### src/rtl/simd_pkg.sv
package simd_pkg;

  typedef enum logic [1:0] {
    LW8  = 2'd0,
    LW16 = 2'd1,
    LW32 = 2'd2,
    LW64 = 2'd3
  } lane_w_e;

  // number of slices spanned by one lane for a given lane width code
  function automatic int slices_per_lane(input lane_w_e m);
    return 1 << int'(m);
  endfunction

endpackage

### src/rtl/simd_slice_add.sv
module simd_slice_add #(
  parameter int W = 8
) (
  input  logic [W-1:0] a_i,
  input  logic [W-1:0] b_i,
  input  logic         inv_i,
  input  logic         cin_i,
  output logic [W-1:0] sum_o,
  output logic         cout_o
);
  logic [W-1:0] b_x;
  logic [W:0]   total;

  always_comb begin
    b_x    = b_i ^ {W{inv_i}};
    total  = {1'b0, a_i} + {1'b0, b_x} + {{W{1'b0}}, cin_i};
    sum_o  = total[W-1:0];
    cout_o = total[W];
  end
endmodule

### src/rtl/simd_carry_chain.sv
module simd_carry_chain
  import simd_pkg::*;
#(
  parameter int DATA_W  = 64,
  parameter int SLICE_W = 8,
  localparam int NSLICE = DATA_W / SLICE_W,
  localparam int IDX_W  = (NSLICE > 1) ? $clog2(NSLICE) : 1
) (
  input  logic [DATA_W-1:0] a_i,
  input  logic [DATA_W-1:0] b_i,
  input  lane_w_e           mode_i,
  input  logic              sub_i,
  output logic [DATA_W-1:0] sum_o,
  output logic [NSLICE-1:0] cout_o
);
  logic [IDX_W-1:0] span_mask;
  logic             cin_s  [NSLICE];
  logic             cout_s [NSLICE];

  always_comb span_mask = IDX_W'(slices_per_lane(mode_i) - 1);

  for (genvar i = 0; i < NSLICE; i++) begin : g_slice
    localparam logic [IDX_W-1:0] IDX = IDX_W'(i);

    if (i == 0) begin : g_first
      assign cin_s[i] = sub_i;
    end else begin : g_rest
      // a slice at the base of a lane takes the subtract carry, never the neighbour's
      assign cin_s[i] = ((IDX & span_mask) == '0) ? sub_i : cout_s[i-1];
    end

    simd_slice_add #(.W(SLICE_W)) u_add (
      .a_i    (a_i[i*SLICE_W +: SLICE_W]),
      .b_i    (b_i[i*SLICE_W +: SLICE_W]),
      .inv_i  (sub_i),
      .cin_i  (cin_s[i]),
      .sum_o  (sum_o[i*SLICE_W +: SLICE_W]),
      .cout_o (cout_s[i])
    );

    assign cout_o[i] = cout_s[i];
  end
endmodule

### src/rtl/simd_lane_sat.sv
module simd_lane_sat
  import simd_pkg::*;
#(
  parameter int DATA_W  = 64,
  parameter int SLICE_W = 8,
  localparam int NSLICE = DATA_W / SLICE_W,
  localparam int IDX_W  = (NSLICE > 1) ? $clog2(NSLICE) : 1
) (
  input  logic [DATA_W-1:0] sum_i,
  input  logic [NSLICE-1:0] cout_i,
  input  logic [NSLICE-1:0] a_msb_i,
  input  logic [NSLICE-1:0] b_msb_i,
  input  lane_w_e           mode_i,
  input  logic              sub_i,
  input  logic              sgn_i,
  input  logic              sat_i,
  output logic [DATA_W-1:0] res_o,
  output logic [NSLICE-1:0] lane_ovf_o
);
  logic [IDX_W-1:0]  span_mask;
  logic [NSLICE-1:0] ovf_here;
  logic [NSLICE-1:0] low_here;

  always_comb span_mask = IDX_W'(slices_per_lane(mode_i) - 1);

  // overflow verdict as if each slice were the top of its lane
  for (genvar i = 0; i < NSLICE; i++) begin : g_judge
    logic r_msb, bx_msb, s_ovf, u_ovf;
    always_comb begin
      r_msb       = sum_i[i*SLICE_W + SLICE_W - 1];
      bx_msb      = b_msb_i[i] ^ sub_i;
      s_ovf       = (a_msb_i[i] == bx_msb) && (r_msb != a_msb_i[i]);
      u_ovf       = sub_i ? ~cout_i[i] : cout_i[i];
      ovf_here[i] = sgn_i ? s_ovf : u_ovf;
      low_here[i] = sgn_i ? a_msb_i[i] : sub_i;
    end
  end

  // every slice follows the verdict of its lane's top slice
  for (genvar i = 0; i < NSLICE; i++) begin : g_clamp
    localparam logic [IDX_W-1:0] IDX = IDX_W'(i);
    logic [IDX_W-1:0]   top;
    logic               is_top, low;
    logic [SLICE_W-1:0] clamp;
    always_comb begin
      top           = IDX | span_mask;
      is_top        = (top == IDX);
      lane_ovf_o[i] = ovf_here[top];
      low           = low_here[top];
      clamp         = low ? '0 : '1;
      clamp[SLICE_W-1] = clamp[SLICE_W-1] ^ (sgn_i & is_top);
      res_o[i*SLICE_W +: SLICE_W] = (sat_i && lane_ovf_o[i]) ? clamp
                                   : sum_i[i*SLICE_W +: SLICE_W];
    end
  end
endmodule

### src/rtl/simd_sat_adder.sv
module simd_sat_adder
  import simd_pkg::*;
#(
  parameter int DATA_W  = 64,
  parameter int SLICE_W = 8,
  parameter bit OUT_REG = 1'b1,
  localparam int NSLICE = DATA_W / SLICE_W,
  localparam int IDX_W  = (NSLICE > 1) ? $clog2(NSLICE) : 1
) (
  input  logic              clk,
  input  logic              rst_n,
  input  logic [DATA_W-1:0] op_a,
  input  logic [DATA_W-1:0] op_b,
  input  logic [1:0]        lane_mode,
  input  logic              sub_sel,
  input  logic              signed_sel,
  input  logic              sat_en,
  output logic [DATA_W-1:0] result,
  output logic [NSLICE-1:0] ovf
);
  lane_w_e           mode;
  logic [DATA_W-1:0] sum_w;
  logic [NSLICE-1:0] cout_w;
  logic [NSLICE-1:0] a_msb, b_msb;
  logic [NSLICE-1:0] lane_ovf;
  logic [DATA_W-1:0] res_d;
  logic [NSLICE-1:0] ovf_d;

  always_comb mode = lane_w_e'(lane_mode);

  for (genvar i = 0; i < NSLICE; i++) begin : g_msb
    assign a_msb[i] = op_a[i*SLICE_W + SLICE_W - 1];
    assign b_msb[i] = op_b[i*SLICE_W + SLICE_W - 1];
  end

  simd_carry_chain #(.DATA_W(DATA_W), .SLICE_W(SLICE_W)) u_chain (
    .a_i    (op_a),
    .b_i    (op_b),
    .mode_i (mode),
    .sub_i  (sub_sel),
    .sum_o  (sum_w),
    .cout_o (cout_w)
  );

  simd_lane_sat #(.DATA_W(DATA_W), .SLICE_W(SLICE_W)) u_sat (
    .sum_i      (sum_w),
    .cout_i     (cout_w),
    .a_msb_i    (a_msb),
    .b_msb_i    (b_msb),
    .mode_i     (mode),
    .sub_i      (sub_sel),
    .sgn_i      (signed_sel),
    .sat_i      (sat_en),
    .res_o      (res_d),
    .lane_ovf_o (lane_ovf)
  );

  // gather one flag per lane from the top slice of each lane
  for (genvar k = 0; k < NSLICE; k++) begin : g_flag
    int lanes, span;
    always_comb begin
      span  = slices_per_lane(mode);
      lanes = NSLICE / span;
      if (k < lanes) ovf_d[k] = lane_ovf[IDX_W'((k + 1) * span - 1)];
      else           ovf_d[k] = 1'b0;
    end
  end

  if (OUT_REG) begin : g_reg
    logic [DATA_W-1:0] res_q, res_nxt;
    logic [NSLICE-1:0] ovf_q, ovf_nxt;

    always_comb begin
      res_nxt = res_d;
      ovf_nxt = ovf_d;
    end

    always_ff @(posedge clk or negedge rst_n) begin
      if (!rst_n) begin
        res_q <= '0;
        ovf_q <= '0;
      end else begin
        res_q <= res_nxt;
        ovf_q <= ovf_nxt;
      end
    end

    assign result = res_q;
    assign ovf    = ovf_q;
  end else begin : g_comb
    assign result = res_d;
    assign ovf    = ovf_d;
  end
endmodule

### config.mk
export PLATFORM = sky130hd
export DESIGN_NAME = simd_sat_adder
export DESIGN_NICKNAME = d
export VERILOG_FILES = /design/src/rtl/simd_pkg.sv /design/src/rtl/simd_slice_add.sv /design/src/rtl/simd_carry_chain.sv /design/src/rtl/simd_lane_sat.sv /design/src/rtl/simd_sat_adder.sv
export SDC_FILE = /design/constraint.sdc
export NUM_CORES = 1
export LEC_CHECK = 0
export ABC_AREA = 0
export BUFFER_PORTS_ARGS = -buffer_cell sky130_fd_sc_hd__clkbuf_2
export CORE_UTILIZATION = 39
export DETAILED_ROUTE_END_ITERATION = 6
export PLACE_DENSITY = 0.73
export SLEW_MARGIN = 20
export SYNTH_ARGS = -nofsm -noshare
export SYNTH_HDL_FRONTEND = slang
export SYNTH_SLANG_ARGS = --single-unit
### constraint.sdc
create_clock -name clk -period 0.8 [get_ports clk]
set_clock_uncertainty 0.2 [all_clocks]
set_input_delay 0.12 -clock clk [delete_from_list [all_inputs] [get_ports clk]]
set_output_delay 0.12 -clock clk [all_outputs]
set_load 0.05 [all_outputs]
* Word level (Yosys, flattened, before mapping)
Cells that the tools add are included.
** Cells by class
- Divide/modulo/power cells :: 1
- Multipliers :: 4
- Add/sub/neg operators :: 24
- Magnitude comparators :: 23
- Bitwise operators :: 42
- Equal/unequal tests :: 16
- Shift-type cells :: 1
- Reduce and logical (&&, ||, !) cells :: 26
- Mux-type cells :: 107
** Operator list (number)
- < comparator 4 x 32 -> 1 bit, first input constant :: 4
- two-way mux 8 bit :: 16
- two-way mux 1 bit :: 75
- adder 8 x 8 -> 9 bit :: 8
- adder 9 x 1 -> 9 bit :: 8
- < comparator 3 x 32 -> 1 bit, first input constant :: 2
- multiplier 4 x 32 -> 3 bit, first input constant :: 2
- bitwise XOR 8 bit :: 8
- < comparator 3 x 5 -> 1 bit, second input constant :: 7
- divider 5 x 32 -> 32 bit, first input constant :: 1
- < comparator 1 x 32 -> 1 bit, first input constant :: 1
- < comparator 2 x 32 -> 1 bit, first input constant :: 1
- multiplier 3 x 32 -> 2 bit, first input constant :: 1
- multiplier 3 x 32 -> 3 bit, first input constant :: 1
- left shift 1 x 2 -> 32 bit, first input constant :: 1
- binary-select mux 1 bit (select 3 bit) :: 10
- < comparator 3 x 4 -> 1 bit, second input constant :: 7
- logical NOT 3 bit :: 7
- subtractor 3 x 2 -> 3 bit, second input constant :: 7
- logical AND 1 bit :: 16
- bitwise XOR 1 bit :: 16
- binary-select mux 1 bit (select 2 bit) :: 6
- inverter 1 bit :: 11
- equality test 1 bit :: 8
- 5 further kinds :: 20
** Word-level totals
- Word-level logic and storage cells :: 246
- Flip-flop bits (word level) :: 72
- Output and inout port bits :: 72
- Input bits :: 135

* Depth between registers and ports, before layout
Gate-level depths: netlist (run 1).
- Depth in word-level cells :: 26
- Mapped depth :: 64

* Modules after synthesis
Synthesis (run 1) repeated with hierarchy kept, for this count alone.
** Second synthesis, totals
- Cell total of the unflattened synthesis :: 832
- Area, all modules :: 7586.0 sq um
** By module, submodules not included
- simd_slice_add :: times used 8, cells an instance 53, area each 417.9 sq um, seq. area each 0.0 sq um
- simd_sat_adder :: times used 1, cells an instance 120, area each 2253.4 sq um, seq. area each 1801.7 sq um
- simd_lane_sat :: times used 1, cells an instance 272, area each 1903.1 sq um, seq. area each 0.0 sq um
- simd_carry_chain :: times used 1, cells an instance 16, area each 86.3 sq um, seq. area each 0.0 sq um

* Least setup slack after synthesis (run 1)
No wires, ideal clock.
- Kind :: input to register
- Start point :: input sub_sel
- End point :: register g_reg.res_q[0] (netlist: result[0])
- Path slack :: -12908 ps
- Setup time :: 125 ps
- Arrival :: 13383 ps
- Cell stages on the path :: 62
- Required time :: 475 ps
- Cells stage by stage :: clkbuf_1 clkbuf_1 buf_1 xor2_1 fa_1 a211oi_1 nor2_1 o22ai_1 a21o_1 fa_1 fa_1 nand2b_1 a21oi_1 o22ai_1 nor2_1 a21oi_1 fa_1 fa_1 (+26 left out) mux2i_1 fa_1 fa_1 nor2b_1 o31a_1 o31ai_1 nor2_1 a21oi_1 fa_1 fa_1 nor2b_1 o211ai_2 a221o_1 o311a_1 a32oi_2 o221ai_2 a211oi_4 mux2_2
** On the way
- Word-level cells in the longest chain between the ends :: 24
** RTL lines
- start, declared :: line simd_sat_adder.sv:15 : input logic sub_sel,
- bitwise XOR 8 bit :: line simd_slice_add.sv:15 : b_x = b_i ^ {W{inv_i}};
- adder 8 x 8 -> 9 bit :: line simd_slice_add.sv:16 : total = {1'b0, a_i} + {1'b0, b_x} + {{W{1'b0}}, cin_i};
- adder 9 x 1 -> 9 bit :: line simd_slice_add.sv:16
- two-way mux 1 bit :: line simd_carry_chain.sv:29 : assign cin_s[i] = ((IDX & span_mask) == '0) ? sub_i : cout_s[i-1];
- adder 9 x 1 -> 9 bit :: line simd_slice_add.sv:16
- two-way mux 1 bit :: line simd_carry_chain.sv:29
- adder 9 x 1 -> 9 bit :: line simd_slice_add.sv:16
- two-way mux 1 bit :: line simd_carry_chain.sv:29
- (+9 left out)
- inequality test 1 bit or inverter 1 bit (tied branches) :: line simd_lane_sat.sv:32, simd_lane_sat.sv:33
- logical AND 1 bit or two-way mux 1 bit (tied branches) :: line simd_lane_sat.sv:32, simd_lane_sat.sv:33
- two-way mux 1 bit :: line simd_lane_sat.sv:34 : ovf_here[i] = sgn_i ? s_ovf : u_ovf;
- binary-select mux 1 bit (select 3 bit) :: line simd_lane_sat.sv:48 : lane_ovf_o[i] = ovf_here[top];
- two-way mux 1 bit (implied by the code) :: line simd_lane_sat.sv:48
- logical AND 1 bit :: line simd_lane_sat.sv:52 : res_o[i*SLICE_W +: SLICE_W] = (sat_i && lane_ovf_o[i]) ? clamp
- two-way mux 8 bit * :: line simd_lane_sat.sv:52
- named net g_reg.res_nxt[0] :: line simd_sat_adder.sv:70 : logic [DATA_W-1:0] res_q, res_nxt;
- end signal, assigned :: line simd_sat_adder.sv:83 : res_q <= res_nxt;
- end, declared :: line simd_sat_adder.sv:70
The timed path passes the listed nets; every way through them passes the cells marked *. The select of a mux whose other input is x is not followed.

* Worst setup path after layout (run 1)
- Start point :: input sub_sel
- End point :: register g_reg.res_q[3] (netlist: result[3])
The elaborated chain is that of the path after synthesis.

==> results of run 1 <==
## routing by layer
layer	vias to the layer above	part of all wire (%)	global-route usage [%]
li1	3666	-	-
met1	3655	39	29.2
met2	294	51	45.9
met3	97	5.3	4.40
met4	0	4.5	12.3
met5	-	0	0
## power by group through the flow
stage / Combinational (W) / Clock [W] / Sequential [W]
2_1_floorplan: 0.00514 / 0 / 0.00949
3_3_place_gp: 0.0136 / 0 / 0.00545
3_5_place_dp: 0.0138 / 0 / 0.00543
4_1_cts: 0.0158 / 0.00482 / 0.00547
5_1_grt: 0.0187 / 0.00502 / 0.00585
6_report: 0.0177 / 0.00480 / 0.00574
## worst paths after layout
path	depth (start not counted)	slack, ns	start	end
min in group clk	4	-0.01	sat_en	result[42]
max in group asynchronous	2	0.60	rst_n	result[44]
setup / recovery	61	-11.48	sub_sel	result[3]
hold / removal	1	-0.60	rst_n	result[35]
## through the flow
stage	power (W)	instance area (um^2)	setup slack (ns)	hold slack, ns
after floorplan	0.0146	7350	-11.63	-0.376
after global placement	0.0190	10100	-11.62	-0.238
after detailed placement	0.0192	10100	-12.03	-0.237
after CTS	0.0261	11400	-11.32	-0.599
after global routing	0.0296	12000	-12.01	-0.605
final	0.0283	12000	-11.48	-0.605
## registers in the layout, indices dropped and copies added (netlist names)
name and cells:
ovf 8, result 64
## cell usage after synthesis (all sizes together), types with 16 or more instances
cell type	number	share of area, %
ha	67	12
xor2	77	9.6
clkbuf	19	1.0
nand2b	16	1.4
o21ai	62	4.5
dfrtp	72	26
inv	38	2.0
o21a	20	2.1
nor2	45	2.4
a21oi	41	3.0
mux2i	40	5.7
xnor2	32	4.0
nand2	52	2.8
## worst max-delay path: cells and delay by family
family	cells	cell delay (ns)
adders and majority gates	15	5.53
AOI/OAI and AO/OA	27	3.90
and+or+nand+nor	14	1.89
muxes	2	0.41
buffers and inverters	2	0.29
xor gates and xnor gates	1	0.14
## timing repair
| action | in CTS | in global routing |
|---|---|---|
| gates resized for setup | 145 | 235 |
| pin swaps | 44 | 29 |
| gates cloned | 1 | 1 |
| setup endpoints to repair | 144 | 144 |
| endpoints found under the hold margin | 73 | 72 |
| buffers inserted | 62 | 28 |
## logic make-up after synthesis
kind of cell	synth area share, %
compound gates	20.1
simple gates	12.9
xor+xnor	13.6
fa+ha+maj	16.2
flops	25.6
buf+inv	4.03
mux	7.60
## cell type report
type	count	area, um^2	share of cell area, %
Clock inverter	7	120	0.998
Timing Repair Buffer	484	3890	32.3
Multi-Input combinational cell	629	5500	45.7
Inverter	39	146	1.22
Clock buffer	9	225	1.87
Tap cell	225	282	2.34
Sequential cell	72	1880	15.6
==> results_dict.tcl, run 1 <==
set metrics [dict create \
    netlist_area_um2 7040 \
    layout_commonest_cell "buf_4" \
    end_kind "register" \
    cts-root-buf "clkbuf_16" \
    powerDensity_nw_per_um2 2350 \
    finalCritPeriodShare_pct 1530 \
    ys_seq_area_share_pct 25.6 \
    place_congestion 0.919 \
    outcome "complete, but fails checks" \
    final_cell_mix "buf_4 (253), clkbuf_2 (132), xor2_1 (74)" \
    wl_per_cell_um 17.0 \
    fin_nets 1452 \
    port_buffers 206 \
    drive_above_1_share_pct 55.8 \
    ys_seq_elements 72 \
    core_um2 17500 \
    slew_violations 0 \
    htreeDepth 3 \
    start_kind "input port" \
    max_freq_mhz 81.5 \
    p_comb_share_pct 62.7 \
    viasPerCell 5.26 \
    dieArea_um2 18600 \
    area_growth_pct 71.0 \
    p_clk_share_pct 17.0 \
    cts_buffer_depth 2 \
    switching_share_pct 42.6 \
    violations "hold timing, setup timing" \
    internal_power_w 0.0162 \
    crit_arrival_ns 12.31 \
    row_count 48 \
    path_clk_slew_ns 0.05 \
    antenna_found_initial 0 \
    synth_edf_count 0 \
    cp_max_fo 8 \
    hold_class "input port to async pin" \
    grt_pass1_wl_um 36900 \
    setup_viol 144 \
    track_usage_pct 25.6 \
    cpMaxStageDelayCell "fa_2" \
    cts_buffers 9 \
    vias 7712 \
    cts_tree "yes" \
    ioPinCount 207 \
    postRouteAntennaNets 0 \
    instances_no_fill 1465 \
    syn-instance-count 771 \
    fin_tns_setup_ns -839.08 \
    slew_headroom_pct 57.0 \
    die_w_um 136 \
    slowest_delay_ns 0.43 \
    cts.sinks 72 \
    worst_slew_pin_slew_ns 0.645 \
    synth_top_flop_cell "dfrtp_1" \
    n_fill_cell 1216 \
    p_seq_share_pct 20.3 \
    grt_max_degree 42 \
    fin_crit_ns 12.28 \
    rsz0062_at_grt "true" \
    irDropWorstVdd_mv 1.75 \
    synth_nets 988 \
    yosys_warnings 0 \
    drt_first_pass_iters 5 \
    antennaDiodeCount 0 \
    p_sw_w 0.0120 \
    start_util_pct 40.3 \
    crit_top_cell "fa_2" \
    final_util_pct 68.9 \
    fin_ws_ns -11.48 \
    hold_ws_ns -0.605 \
    avgSynthCellArea_um2 9.13 \
    drc 0 \
    cp.required_ns 0.83 \
    dp_cells 1374 \
    wl_um 24900 \
    async_flop_share_pct 100 \
    die_y_um 136 \
    first_global_vias 7854 \
    drt_iter0_drc 433 \
    dp_hpwl_um 17300 \
    leakagePower_nw 5.89 \
    synth_cell_type_count 77 \
    drv_cap 0 \
    overflow 0 \
    worstSetupPathType "input port to register" \
    finalHoldViolations 74 \
]
(Power assumes the default switching activity.)
==> inputs of run 2 (changes only) <==
MAX_ROUTING_LAYER = met4   (was default)
PLACE_DENSITY = 0.75   (was 0.73)
clock period = 10.5 ns   (was 0.8 ns; I/O delays follow)
==> results_dict.tcl, run 2 (same netlist as run 1, synthesis figures left out) <==
set metrics [dict create \
    instances_no_fill 1330 \
    slew_violations 0 \
    drv_cap 0 \
    largest_reg_flops 64 \
    dp_slack_ns -3.78 \
    dp_cells 1272 \
    die_w_um 136 \
    overflow 0 \
    cp_max_fo 8 \
    fin_crit_ns 13.51 \
    drt_iter0_drc 312 \
    row_count 48 \
    htreeDepth 3 \
    cpMaxStageDelayCell "fa_2" \
    vias 6982 \
    worst_slew_pin_slew_ns 0.935 \
    cts_buffer_depth 2 \
    cts-root-buf "clkbuf_16" \
    antenna_found_initial 0 \
    dpl-instance-area_um2 9180 \
    final_area_um2 10100 \
    postRouteAntennaNets 0 \
    end_kind "register" \
    wl_um 21300 \
    drt_first_pass_iters 5 \
    fin_ws_ns -3.01 \
    place_congestion 0.921 \
    die_y_um 136 \
    cts.sinks 72 \
    power.total_w 0.00182 \
    grt_max_degree 73 \
    path_clk_slew_ns 0.06 \
    rsz0062_at_grt "true" \
    hold_class "input port to async pin" \
    start_util_pct 40.3 \
    dp_hpwl_um 16300 \
    grt_pass1_wl_um 32500 \
    crit_top_cell "fa_2" \
    drive_above_1_share_pct 42.3 \
    final_cell_mix "clkbuf_2 (204), buf_4 (132), xor2_1 (74)" \
    area_growth_pct 44.0 \
    finalHoldViolations 0 \
    powerDensity_nw_per_um2 180 \
    drc 0 \
    irDropWorstVdd_mv 0.126 \
    first_global_vias 6858 \
    final_util_pct 58.0 \
    core_um2 17500 \
    cts_buffers 9 \
    antennaDiodeCount 0 \
    worstSetupPathType "input port to register" \
    slew_headroom_pct 37.6 \
    violations "setup timing" \
    fin_nets 1317 \
    wl_per_cell_um 16.0 \
    cts_tree "yes" \
    max_freq_mhz 74.0 \
    track_usage_pct 23.2 \
    crit_arrival_ns 13.54 \
    ioPinCount 207 \
    start_kind "input port" \
    leakagePower_nw 5.07 \
    dieArea_um2 18600 \
    finalCritPeriodShare_pct 129 \
    port_buffers 206 \
    cts_hold_buf 0 \
    viasPerCell 5.25 \
    outcome "complete, but fails checks" \
    setup_viol 72 \
    layout_commonest_cell "clkbuf_2" \
    cp.required_ns 10.53 \
    slowest_delay_ns 0.41 \
]
-- run 2: changes by cell type in the layout (fill, tap and decap cells not counted), sizes merged --
cell / delta
buf: -208
inv: +2
clkbuf: +74
clkinv: -3
-- run 2: final cells by class --
type / count / area (um^2)
well taps: 225 / 282
multi-input cells: 629 / 5340
inverters: 39 / 146
flip-flops and latches: 72 / 1800
clock buffers: 10 / 229
fillers: 1457 / 7340
repair buffers: 349 / 2220
clock inverters: 6 / 115
-- run 2: critical path: cells and delay by family --
| family | cells | cell delay (ns) |
|---|---|---|
| buffers and inverters | 2 | 0.27 |
| AND/OR/NAND/NOR | 14 | 1.80 |
| adder cells (fa/ha/maj) | 15 | 5.49 |
| multiplexers | 2 | 0.41 |
| XOR/XNOR | 1 | 0.17 |
| AO/OA/AOI/OAI | 27 | 3.80 |
-- run 2: through the flow --
step,setup TNS [ns],hold WS (ns)
floorplan,-208.97,1.08
CTS,-202.40,1.22
global placement,-221.72,1.57
detailed placement,-248.93,1.59
global route,-229.62,1.26
finish,-195.44,1.18
-- run 2: worst paths after layout --
kind                       cells after the start  slack [ns]     from          to
setup / recovery                              61       -3.01  op_b[3]   result[0]
hold / removal                                 1        1.18    rst_n  result[60]
max in group asynchronous                      1        8.33    rst_n  result[42]
min in group clk                               3        1.43   sat_en  result[44]
-- run 2: layer usage --
metal / vias up / track usage (%) / wire (um)
li1: 3396 / - / -
met5: - / - / 0
met1: 3298 / 26.8 / 8640
met3: 58 / 3.50 / 1110
met4: 0 / 10.8 / 672
met2: 230 / 39.3 / 10800
-- run 2: repair_timing --
action                     4_1_cts  5_1_grt
gates cloned                     0        2
resized for setup               21       48
pin swaps                       11       25
hold endpoints to repair         0        0
setup endpoints to repair       72       72
buffers inserted                26       15
-- run 2: report_power, final --
group | total, W | internal, W | leakage [nW] | switching [W]
Sequential | 0.000396 | 0.000363 | 0.855 | 0.0000323
Combinational | 0.00106 | 0.000390 | 4.05 | 0.000674
Clock | 0.000361 | 0.000234 | 0.164 | 0.000127
Total | 0.00182 | 0.000987 | 5.07 | 0.000833
==> inputs of run 3 (changes only) <==
BUFFER_PORTS_ARGS = default   (was -buffer_cell sky130_fd_sc_hd__clkbuf_2)
DONT_BUFFER_PORTS = 1   (was default)
PLACE_DENSITY = 0.65   (was 0.75)
==> results_dict.tcl, run 3 (same netlist as run 1, synthesis figures left out) <==
set metrics [dict create \
    outcome "complete, but fails checks" \
    violations "setup timing" \
    grt_pass1_wl_um 30400 \
    slew_headroom_pct 56.0 \
    p_sw_w 0.000776 \
    fin_ws_ns -2.77 \
    antenna_found_initial 0 \
    crit_arrival_ns 13.30 \
    fin_nets 1085 \
    postRouteAntennaNets 0 \
    ioPinCount 207 \
    place_congestion 0.870 \
    drive_above_1_share_pct 29.4 \
    cp_max_fo 80 \
    port_buffers 0 \
    start_util_pct 40.3 \
    largest_reg_flops 64 \
    cts_tree "yes" \
    overflow 0 \
    htreeDepth 3 \
    row_count 48 \
    start_kind "input port" \
    hold_class "input port to async pin" \
    wl_per_cell_um 18.1 \
    worstSetupPathType "input port to register" \
    dieArea_um2 18600 \
    end_kind "register" \
    dp_cells 1048 \
    drt_iter0_drc 256 \
    internal_power_w 0.000863 \
    drv_cap 0 \
    irDropWorstVdd_mv 0.113 \
    leakagePower_nw 4.04 \
    p_clk_share_pct 19.6 \
    worst-path-buf-inv 1 \
    grt_max_degree 81 \
    viasPerCell 5.47 \
    cpMaxStageDelayCell "fa_2" \
    rsz0062_at_grt "true" \
    instances_no_fill 1098 \
    multi_input_area_um2 5380 \
    core_um2 17500 \
    layout_commonest_cell "buf_4" \
    max_freq_mhz 75.4 \
    track_usage_pct 22.0 \
    cts_buffer_depth 2 \
    drt_first_pass_iters 6 \
    finalHoldViolations 0 \
    fin_crit_ns 13.27 \
    path_clk_slew_ns 0.07 \
    vias 6010 \
    crit_family "adder cells" \
    dp_hpwl_um 15300 \
    cts_hold_buf 0 \
    cp.required_ns 10.53 \
    final_cell_mix "buf_4 (103), xor2_1 (76), dfrtp_1 (72)" \
    area_growth_pct 25.7 \
    dp_slack_ns -3.41 \
    regArea_um2 1800 \
    drc 0 \
    n_fill_cell 1621 \
    finalCritPeriodShare_pct 126 \
    die_w_um 136 \
    first_global_vias 5951 \
    cts_buffers 9 \
    wl_um 19900 \
    cts-root-buf "clkbuf_16" \
    slew_violations 0 \
    powerDensity_nw_per_um2 185 \
    cts.sinks 72 \
    p_seq_share_pct 43.7 \
    p_comb_share_pct 36.7 \
    crit_top_cell "fa_2" \
    setup_viol 72 \
    worst_slew_pin_slew_ns 0.658 \
    die_y_um 136 \
    switching_share_pct 47.3 \
    antennaDiodeCount 0 \
    slowest_delay_ns 0.40 \
]
-- run 3: changes by cell type in the layout (fill, tap and decap cells not counted), moves of 7 or more --
cell	previous run	this run
buf_4	132	103
buf_6	6	13
clkbuf_2	204	0
nand2_2	7	16
nand2_1	44	34
o21ai_2	6	14
-- run 3: final cells by class --
type                       instances  share of cell area, %
multi-input combinational        629                   60.7
sequential                        72                   20.3
timing repair buffer             117                   10.6
tap                              225                   3.18
clock buffer                      11                   2.85
inverter                          39                   1.65
clock inverter                     5                  0.622
-- run 3: routing by layer --
metal / global-route usage, % / up-vias / routed length [um]
met2: 37.6 / 183 / 10100
met5: - / - / 0
met3: 5.52 / 26 / 1320
li1: - / 2932 / -
met1: 25.2 / 2869 / 8190
met4: 6.79 / 0 / 306
-- run 3: power groups by stage --
stage / Sequential, W / Combinational [W] / Clock, W
final: 0.000716 / 0.000602 / 0.000320
after detailed placement: 0.000724 / 0.000524 / 0
after floorplan: 0.000705 / 0.000392 / 0
after global placement: 0.000725 / 0.000516 / 0
after global routing: 0.000727 / 0.000662 / 0.000339
after CTS: 0.000720 / 0.000574 / 0.000327
-- run 3: repair_timing --
action	4_1_cts	5_1_grt
resized for setup	64	34
setup endpoints to repair	72	72
pin swaps	30	22
buffers inserted	23	15
cloned	2	0
-- run 3: final timing paths --
path / startpoint / end / slack (ns) / cells after the start
min in group clk: sat_en / result[42] / 1.21 / 2
max in group asynchronous: rst_n / result[22] / 9.26 / 0
setup / recovery: sub_sel / result[6] / -2.77 / 60
hold / removal: rst_n / result[29] / 0.72 / 0
-- run 3: metrics by stage --
stage	power [W]	TNS [ns]	utilization (%)	cell area, um^2	hold slack, ns
2_1_floorplan	0.00110	-208.97	-	7270	1.08
3_3_place_gp	0.00124	-206.58	45.7	7980	1.08
3_5_place_dp	0.00125	-223.84	45.7	7980	1.08
4_1_cts	0.00162	-174.22	49.6	8670	0.696
5_1_grt	0.00173	-220.08	50.7	8860	0.699
6_report	0.00164	-179.38	50.7	8860	0.717
